--- config.mk ---
export PLATFORM = sky130hd
export DESIGN_NAME = xmem_packer
export DESIGN_NICKNAME = d
export VERILOG_FILES = /design/src/rtl/xmem_pkg.sv /design/src/rtl/xmem_addr_map.sv /design/src/rtl/xmem_lane_pick.sv /design/src/rtl/xmem_lane_merge.sv /design/src/rtl/xmem_packer.sv
export SDC_FILE = /design/constraint.sdc
export NUM_CORES = 1
export LEC_CHECK = 0
export BUFFER_PORTS_ARGS = -buffer_cell sky130_fd_sc_hd__buf_2
export CAP_MARGIN = 40
export CORE_ASPECT_RATIO = 0.75
export CORE_MARGIN = 2
export CORE_UTILIZATION = 40
export DETAILED_ROUTE_END_ITERATION = 10
export PLACE_DENSITY = 0.69
export SLEW_MARGIN = 20
export SYNTH_ARGS = -nofsm -noshare
export SYNTH_HDL_FRONTEND = slang
export SYNTH_HIERARCHICAL = 1
export SYNTH_SLANG_ARGS = --single-unit
--- constraint.sdc ---
create_clock -name clk -period 2.1 [get_ports clk]
set_clock_uncertainty 0.15 [all_clocks]
set_input_delay 0.21 -clock clk [delete_from_list [all_inputs] [get_ports clk]]
set_output_delay 0.21 -clock clk [all_outputs]
set_load 0.005 [all_outputs]
--- src/rtl/xmem_pkg.sv ---
package xmem_pkg;

    // Transfer sequencer state
    typedef enum logic [1:0] {
        XM_IDLE = 2'd0,
        XM_BUSY = 2'd1,
        XM_DONE = 2'd2
    } xm_state_e;

endpackage

--- src/rtl/xmem_addr_map.sv ---
// Maps a logical word address to the first physical location of its group:
// phys = BASE + ((logical - BASE) << SHIFT)
module xmem_addr_map #(
    parameter int                 LADDR_W     = 24,
    parameter int                 SHIFT       = 2,
    parameter logic [LADDR_W-1:0] REGION_BASE = LADDR_W'('h200000)
) (
    input  logic [LADDR_W-1:0] laddr,
    output logic [LADDR_W+1:0] paddr
);
    localparam int PA_W = LADDR_W + 2;

    logic [LADDR_W-1:0] offset;
    logic [PA_W-1:0]    offset_ext;

    always_comb begin
        offset     = laddr - REGION_BASE;
        offset_ext = {2'b00, offset};
        paddr      = {2'b00, REGION_BASE} + (offset_ext << SHIFT);
    end
endmodule

--- src/rtl/xmem_lane_pick.sv ---
// Selects the narrow lane of a 32-bit word addressed by the beat index.
module xmem_lane_pick #(
    parameter int BUS_W  = 8,
    parameter int BEAT_W = 2
) (
    input  logic [31:0]       word,
    input  logic [BEAT_W-1:0] beat,
    output logic [BUS_W-1:0]  lane
);
    localparam int LANES = 32 / BUS_W;

    logic [LANES-1:0][BUS_W-1:0] lanes;

    genvar i;
    generate
        for (i = 0; i < LANES; i++) begin : g_split
            assign lanes[i] = word[i*BUS_W +: BUS_W];
        end
    endgenerate

    assign lane = lanes[beat];
endmodule

--- src/rtl/xmem_lane_merge.sv ---
// Replaces the lane addressed by the beat index with fresh bus data.
module xmem_lane_merge #(
    parameter int BUS_W  = 8,
    parameter int BEAT_W = 2
) (
    input  logic [31:0]       word_in,
    input  logic [BEAT_W-1:0] beat,
    input  logic [BUS_W-1:0]  piece,
    output logic [31:0]       word_out
);
    localparam int LANES = 32 / BUS_W;

    genvar i;
    generate
        for (i = 0; i < LANES; i++) begin : g_lane
            assign word_out[i*BUS_W +: BUS_W] =
                (beat == BEAT_W'(i)) ? piece : word_in[i*BUS_W +: BUS_W];
        end
    endgenerate
endmodule

--- src/rtl/xmem_packer.sv ---
// Logical-word to narrow-bus memory packer (BUS_W = 8 or 16).
module xmem_packer
    import xmem_pkg::*;
#(
    parameter int                 BUS_W       = 8,
    parameter int                 LADDR_W     = 24,
    parameter logic [LADDR_W-1:0] REGION_BASE = LADDR_W'('h200000)
) (
    input  logic               clk,
    input  logic               rst_n,
    input  logic               core_req,
    input  logic               core_we,
    input  logic [LADDR_W-1:0] core_addr,
    input  logic [31:0]        core_wdata,
    output logic               core_ready,
    output logic [31:0]        core_rdata,
    output logic [LADDR_W+1:0] mem_addr,
    output logic [BUS_W-1:0]   mem_wdata,
    input  logic [BUS_W-1:0]   mem_rdata,
    output logic               mem_rd,
    output logic               mem_wr
);
    localparam int PA_W   = LADDR_W + 2;
    localparam int RATIO  = 32 / BUS_W;
    localparam int BEAT_W = $clog2(RATIO);
    localparam logic [BEAT_W-1:0] LAST_BEAT = BEAT_W'(RATIO - 1);

    typedef struct packed {
        xm_state_e         st;
        logic [BEAT_W-1:0] beat;
        logic [PA_W-1:0]   grp;
        logic [31:0]       word;
        logic              we;
        logic              rdy;
    } xm_regs_t;

    xm_regs_t r_d, r_q;

    logic [PA_W-1:0] grp_new;
    logic [31:0]     word_merged;
    logic            busy;

    xmem_addr_map #(
        .LADDR_W    (LADDR_W),
        .SHIFT      (BEAT_W),
        .REGION_BASE(REGION_BASE)
    ) u_map (
        .laddr(core_addr),
        .paddr(grp_new)
    );

    xmem_lane_pick #(
        .BUS_W (BUS_W),
        .BEAT_W(BEAT_W)
    ) u_pick (
        .word(r_q.word),
        .beat(r_q.beat),
        .lane(mem_wdata)
    );

    xmem_lane_merge #(
        .BUS_W (BUS_W),
        .BEAT_W(BEAT_W)
    ) u_merge (
        .word_in (r_q.word),
        .beat    (r_q.beat),
        .piece   (mem_rdata),
        .word_out(word_merged)
    );

    always_comb begin
        r_d     = r_q;
        r_d.rdy = 1'b0;
        case (r_q.st)
            XM_IDLE: begin
                if (core_req) begin
                    r_d.st   = XM_BUSY;
                    r_d.beat = '0;
                    r_d.grp  = grp_new;
                    r_d.we   = core_we;
                    r_d.word = core_we ? core_wdata : 32'h0;
                end
            end
            XM_BUSY: begin
                if (!r_q.we) begin
                    r_d.word = word_merged;
                end
                if (r_q.beat == LAST_BEAT) begin
                    r_d.st  = XM_DONE;
                    r_d.rdy = 1'b1;
                end else begin
                    r_d.beat = r_q.beat + BEAT_W'(1);
                end
            end
            XM_DONE: begin
                r_d.st = XM_IDLE;
            end
            default: begin
                r_d.st = XM_IDLE;
            end
        endcase
    end

    always_ff @(posedge clk or negedge rst_n) begin
        if (!rst_n) begin
            r_q <= '{st: XM_IDLE, default: '0};
        end else begin
            r_q <= r_d;
        end
    end

    assign busy       = (r_q.st == XM_BUSY);
    assign mem_addr   = r_q.grp + PA_W'(r_q.beat);
    assign mem_rd     = busy && !r_q.we;
    assign mem_wr     = busy && r_q.we;
    assign core_ready = r_q.rdy;
    assign core_rdata = r_q.word;

endmodule

==> impl_metrics.py, run 1 <==
metrics = {
    "run_status": {
        "status": "finished, violations left",
        "violations": "setup timing",
    },
    "detailed_routing": {
        "viasPerCell": 5.22,
        "dr.pass1.iters": 5,
        "drt_iter0_markers": 264,
        "wl_per_cell_um": 17.4,
        "drc": 0,
        "num_vias": 3434,
        "drtAntennaViolNets": 0,
        "wirelength_um": 11500,
    },
    "finish": {
        "final_nets": 592,
        "finalNonFillerCells": 658,
        "fillers": 919,
        "diodes": 0,
        "syn2layout_area_growth_pct": 27.3,
        "final_area_mm2": 0.00546,
        "layout-drive-gt1-share_pct": 49.8,
    },
    "placement": {
        "gp_congestion": 0.851,
        "dpl_worst_slack_ns": -0.0542,
        "place_area_mm2": 0.00475,
        "port_buffers": 136,
        "dp.cells": 615,
        "dp_hpwl_um": 8060,
    },
    "timing": {
        "period_minus_slack_ns": 2.43,
        "tns_ns": -4.26,
        "whs_ns": 0.0330,
        "setup_slack_ns": -0.331,
        "rsz0062_at_grt": "true",
        "worstMarginPinSlew_ns": 0.605,
        "slew_headroom_pct": 59.7,
        "hold_viol_final": 0,
        "drv_slew": 0,
        "setup_viol": 21,
        "max_freq_mhz": 411,
        "finalCritPeriodShare_pct": 116,
    },
    "logic_synthesis": {
        "ys_warn_count": 6,
        "async_flop_share_pct": 100,
        "syn_area_per_cell_um2": 10.6,
        "netlist_instances": 403,
        "synth.distinct_cells": 39,
        "yosys.area.top_type": "dfrtp_1",
        "synth.area.top_cells": "dfrtp_1 37%, mux2_2 13%, buf_4 9.5%",
        "synth-edff-count": 0,
        "synth_area_mm2": 0.00429,
        "synth_seq_cells": 64,
        "synthFlopType": "dfrtp_1",
        "synth-seq-area-share_pct": 37.4,
        "synth_top_area_share_pct": 37.4,
    },
    "worst_setup_path": {
        "reg2regPathDepth": 6,
        "endpoint_kind": "primary output",
        "critPathKind": "reg2out",
        "cp_max_fo": 5,
        "cp-startpoint": "r_q[34]$_DFFE_PN0P_",
        "crit_path_end": "mem_addr[10]",
        "timing.rr.start": "r_q[60]$_DFFE_PN0P_",
        "r2r_slack_ns": 0.14,
        "cp.arrival_ns": 2.07,
        "cp.required_ns": 1.74,
        "rr_endpoint": "core_rdata[10]$_DFFE_PN0P_",
        "startpoint_type": "flop",
    },
    "floorplanning": {
        "die_w_um": 124,
        "core_mm2": 0.0104,
        "die_h_um": 93.7,
        "rows": 32,
        "pin_count": 137,
        "die_area_mm2": 0.0116,
        "start_util_pct": 41.3,
    },
    "power": {
        "leakage_nw": 2.52,
        "vdd_drop_max_uv": 627,
        "power_density_mw_per_mm2": 1680,
    },
    "clock_tree": {
        "cts_buffers": 9,
        "path_clk_slew_ns": 0.05,
        "clk_path_buf_depth": 2,
        "cts_tree": "done",
        "cts_sinks": 64,
        "worst_skew_pair.late_latency_ns": 0.33,
        "clock-root-buffer": "clkbuf_16",
        "htreeDepth": 3,
    },
    "global_route": {
        "grt_util_all_layers_pct": 20.3,
        "grt_max_degree": 65,
        "antenna_found_initial": 0,
        "grt_pass1_wl_um": 18100,
        "grt_pass1_vias": 3407,
        "grt_overflow": 0,
    },
    "flow_run": {
        "drv_cap": 0,
    },
    "hold_path": {
        "hp-start": "core_wdata[26]",
        "holdCritPathClass": "in2reg",
    },
}
[critical path, stage by stage, from the launching register on]
cell	delay (ns)
dfrtp_1	0.37
ha_2	0.19
fa_1	0.38
nand4_1	0.20
nor3_4	0.06
buf_6	0.14
buf_4	0.13
xor2_1	0.13
buf_2	0.13
[layout make-up]
cell class | count | area, um^2 | share of cell area [%]
Clock buffer | 11 | 243 | 4.45
Clock inverter | 5 | 104 | 1.90
Inverter | 7 | 26.3 | 0.482
Multi-Input combinational cell | 259 | 2220 | 40.6
Sequential cell | 64 | 1600 | 29.4
Tap cell | 136 | 170 | 3.12
Timing Repair Buffer | 176 | 1090 | 20.1
[worst min-delay path by stage]
| stage | endpoint | slack, ns | cells after the start |
|---|---|---|---|
| after floorplan | core_rdata[0]$_DFFE_PN0P_ | -0.24 | 0 |
| after global placement | core_rdata[25]$_DFFE_PN0P_ | 0.1 | 1 |
| after detailed placement | core_rdata[25]$_DFFE_PN0P_ | 0.1 | 1 |
| after CTS | core_rdata[26]$_DFFE_PN0P_ | 0.03 | 3 |
| after global routing | core_rdata[26]$_DFFE_PN0P_ | 0.03 | 3 |
| final | core_rdata[26]$_DFFE_PN0P_ | 0.03 | 3 |
[per-layer routing]
| metal | share of wire [%] | up-vias | GRT usage, % |
|---|---|---|---|
| met5 | 0 | - | 0 |
| met1 | 46 | 1714 | 29.0 |
| met4 | 1.0 | 0 | 5.59 |
| met2 | 48 | 106 | 31.2 |
| li1 | - | 1606 | - |
| met3 | 5.0 | 8 | 4.37 |
[stage by stage]
step,power (W),util [%]
floorplan,0.00613,-
global placement,0.00714,45.8
detailed placement,0.00729,45.8
CTS,0.00917,52.0
global route,0.00985,52.6
finish,0.00918,52.6
[sequential cells by signal, indices dropped and copies added (netlist names)]
signal	flops
core_rdata	32
core_ready	1
r_q	31
[report_power, final]
group	switching [W]	internal [W]
registers	0.000792	0.00190
clock network	0.000541	0.00119
logic	0.00220	0.00256
total	0.00353	0.00565
[cell usage in the layout, fill, tap and decap left out, drive strengths merged]
master and instances:
a21o 1, xnor2 22, fa 1, a22o 1
nor2 42, nor2b 2, o21ai 1, clkbuf 11
nand3b 1, inv 7, nor4 1, dfrtp 64
nor3 2, conb 2, a22oi 32, nand4 8
xor2 6, a21oi 32, and3 2, bufinv 3
dlygate4sd3 21, nor3b 1, mux4 8, mux2 59
nor4b 1, and2 4, nand2 10, nand2b 3
a211oi 1, ha 6, nand3 10, buf 155
clkinv 2
[Yosys cell counts (all sizes together) (2+ instances only)]
| cell | n |
|---|---|
| dfrtp | 64 |
| and3 | 2 |
| nand3 | 10 |
| mux4 | 8 |
| xor2 | 6 |
| a22oi | 32 |
| nor3 | 2 |
| mux2 | 59 |
| ha | 6 |
| buf | 72 |
| and2 | 4 |
| inv | 7 |
| a21oi | 32 |
| xnor2 | 22 |
| nand4 | 8 |
| nand2b | 3 |
| nor2b | 2 |
| nor2 | 42 |
| clkbuf | 2 |
| nand2 | 10 |
[repair_timing]
action,4_1_cts,5_1_grt
hold buffers,21,0
pin swaps,9,9
gates cloned,0,0
buffers inserted,3,3
gates resized for setup,10,10
setup endpoints to repair,22,26
hold endpoints to repair,41,0
[kinds of logic (layout without fill, tap and decap cells)]
kind of cell,Yosys count,count (layout),share of synthesized area (%)
DFF,64,64,37.4
AOI/OAI and AO/OA,68,68,10.3
buffers and inverters,81,199,13.3
other,1,2,0.0875
and+or+nand+nor,87,87,10.7
muxes,67,67,20.4
xor gates and xnor gates,28,28,5.72
adders and majority gates,7,7,2.22
Power figures use the tool's default switching activity.
==> run 2: changes to the inputs <==
Settings changed: RECOVER_POWER set to 50.
==> impl_metrics.py, run 2 (same netlist as run 1, synthesis figures left out) <==
metrics = {
    "run_status": {
        "status": "finished, violations left",
        "violations": "setup timing",
    },
    "worst_setup_path": {
        "reg2regPathDepth": 6,
        "cp-startpoint": "r_q[34]$_DFFE_PN0P_",
        "crit_path_end": "mem_addr[14]",
        "cp.required_ns": 1.74,
        "timing.rr.start": "r_q[60]$_DFFE_PN0P_",
        "startpoint_type": "flop",
        "cp_max_fo": 2,
        "endpoint_kind": "primary output",
        "r2r_slack_ns": 0.15,
        "critPathKind": "reg2out",
        "cp.arrival_ns": 2.07,
        "rr_endpoint": "core_rdata[10]$_DFFE_PN0P_",
    },
    "timing": {
        "setup_viol": 21,
        "finalCritPeriodShare_pct": 116,
        "worstMarginPinSlew_ns": 1.30,
        "slew_headroom_pct": 13.1,
        "rsz0062_at_grt": "true",
        "tns_ns": -4.22,
        "period_minus_slack_ns": 2.43,
        "drv_slew": 0,
        "setup_slack_ns": -0.330,
        "hold_viol_final": 0,
        "max_freq_mhz": 412,
    },
    "placement": {
        "dp.cells": 615,
        "gp_congestion": 0.851,
        "dp_hpwl_um": 8060,
        "port_buffers": 136,
    },
    "power": {
        "power_density_mw_per_mm2": 1690,
        "vdd_drop_max_uv": 626,
        "finalPower_w": 0.00913,
        "leakage_nw": 2.47,
    },
    "clock_tree": {
        "cts_tree": "done",
        "clock-root-buffer": "clkbuf_16",
        "path_clk_slew_ns": 0.05,
        "worst_skew_pair.late_latency_ns": 0.33,
        "cts_sinks": 64,
        "htreeDepth": 3,
        "clk_path_buf_depth": 2,
        "cts_buffers": 9,
    },
    "finish": {
        "largest_register_ffs": 32,
        "layout-drive-gt1-share_pct": 46.7,
        "final_cell_mix": "120 x buf_2, 64 x dfrtp_1, 51 x mux2_2, 40 x nor2_1",
        "diodes": 0,
        "post-route-util_pct": 52.2,
        "finalNonFillerCells": 658,
        "final_nets": 592,
        "syn2layout_area_growth_pct": 26.2,
        "final_common_cell": "buf_2",
        "fillers": 930,
    },
    "floorplanning": {
        "rows": 32,
        "start_util_pct": 41.3,
        "die_h_um": 93.7,
        "core_mm2": 0.0104,
        "die_w_um": 124,
        "die_area_mm2": 0.0116,
        "pin_count": 137,
    },
    "global_route": {
        "grt_overflow": 0,
        "grt_util_all_layers_pct": 20.3,
        "grt_pass1_vias": 3407,
        "grt_max_degree": 65,
        "antenna_found_initial": 0,
        "grt_pass1_wl_um": 18100,
    },
    "detailed_routing": {
        "drc": 0,
        "viasPerCell": 5.13,
        "wirelength_um": 11400,
        "num_vias": 3374,
        "drt_iter0_markers": 242,
        "drtAntennaViolNets": 0,
        "wl_per_cell_um": 17.4,
        "dr.pass1.iters": 4,
    },
    "flow_run": {
        "drv_cap": 0,
    },
    "hold_path": {
        "holdCritPathClass": "in2reg",
    },
}
-- run 2: changes by cell type in the layout (fill, tap and decap cells not counted), sizes merged --
| cell | change |
|---|---|
| buf | -18 |
| clkbuf | +18 |
-- run 2: metrics by stage --
stage / worst slack (ns) / hold slack [ns] / cell area, um^2
final: -0.330 / 0.0373 / 5410
after global routing: -0.498 / 0.0297 / 5410
after CTS: -0.354 / 0.0262 / 5390
after detailed placement: -0.0542 / 0.0962 / 4750
after global placement: 0.0625 / 0.0966 / 4750
after floorplan: 0.0862 / -0.236 / 4290
-- run 2: layout make-up --
class	instances	area (um^2)	area share, %
Multi-Input combinational cell	259	2220	41.0
Sequential cell	64	1600	29.6
Inverter	7	26.3	0.486
Timing Repair Buffer	176	1050	19.4
Clock buffer	11	243	4.49
Clock inverter	5	104	1.92
Tap cell	136	170	3.15
-- run 2: critical path, cell delays in order, from the launching register on --
cell and delay (ns):
dfrtp_1 0.37, ha_2 0.19, fa_1 0.38, nand4_1 0.20, buf_4 0.16, nor4_4 0.04
buf_4 0.15, xor2_1 0.13, buf_2 0.13
-- run 2: where the power goes --
| part | total (W) | switching [W] | internal, W |
|---|---|---|---|
| combinational | 0.00471 | 0.00219 | 0.00252 |
| sequential | 0.00269 | 0.000793 | 0.00190 |
| clock | 0.00172 | 0.000532 | 0.00119 |
-- run 2: repair_timing --
action / 4_1_cts / 5_1_grt
gates resized for setup: 10 / 10
hold buffers: 21 / 0
setup buffers: 3 / 3
endpoints found under the hold margin: 41 / 0
endpoints found under the setup margin: 22 / 26
pin swaps: 9 / 9
cloned: 0 / 0
-- run 2: worst min-delay path by stage --
stage	startpoint	to	slack, ns	cells after the start
final	core_wdata[26]	core_rdata[26]$_DFFE_PN0P_	0.04	3
after global routing	core_wdata[26]	core_rdata[26]$_DFFE_PN0P_	0.03	3
after CTS	core_wdata[26]	core_rdata[26]$_DFFE_PN0P_	0.03	3
after detailed placement	rst_n	core_rdata[25]$_DFFE_PN0P_	0.1	1
after global placement	rst_n	core_rdata[25]$_DFFE_PN0P_	0.1	1
after floorplan	rst_n	core_rdata[0]$_DFFE_PN0P_	-0.24	0
-- run 2: layer usage --
layer / vias up / global-route usage, % / wire length, um
met3: 9 / 4.37 / 719
met5: - / 0 / 0
met2: 93 / 31.2 / 5520
li1: 1606 / - / -
met4: 0 / 5.59 / 121
met1: 1666 / 29.0 / 5080
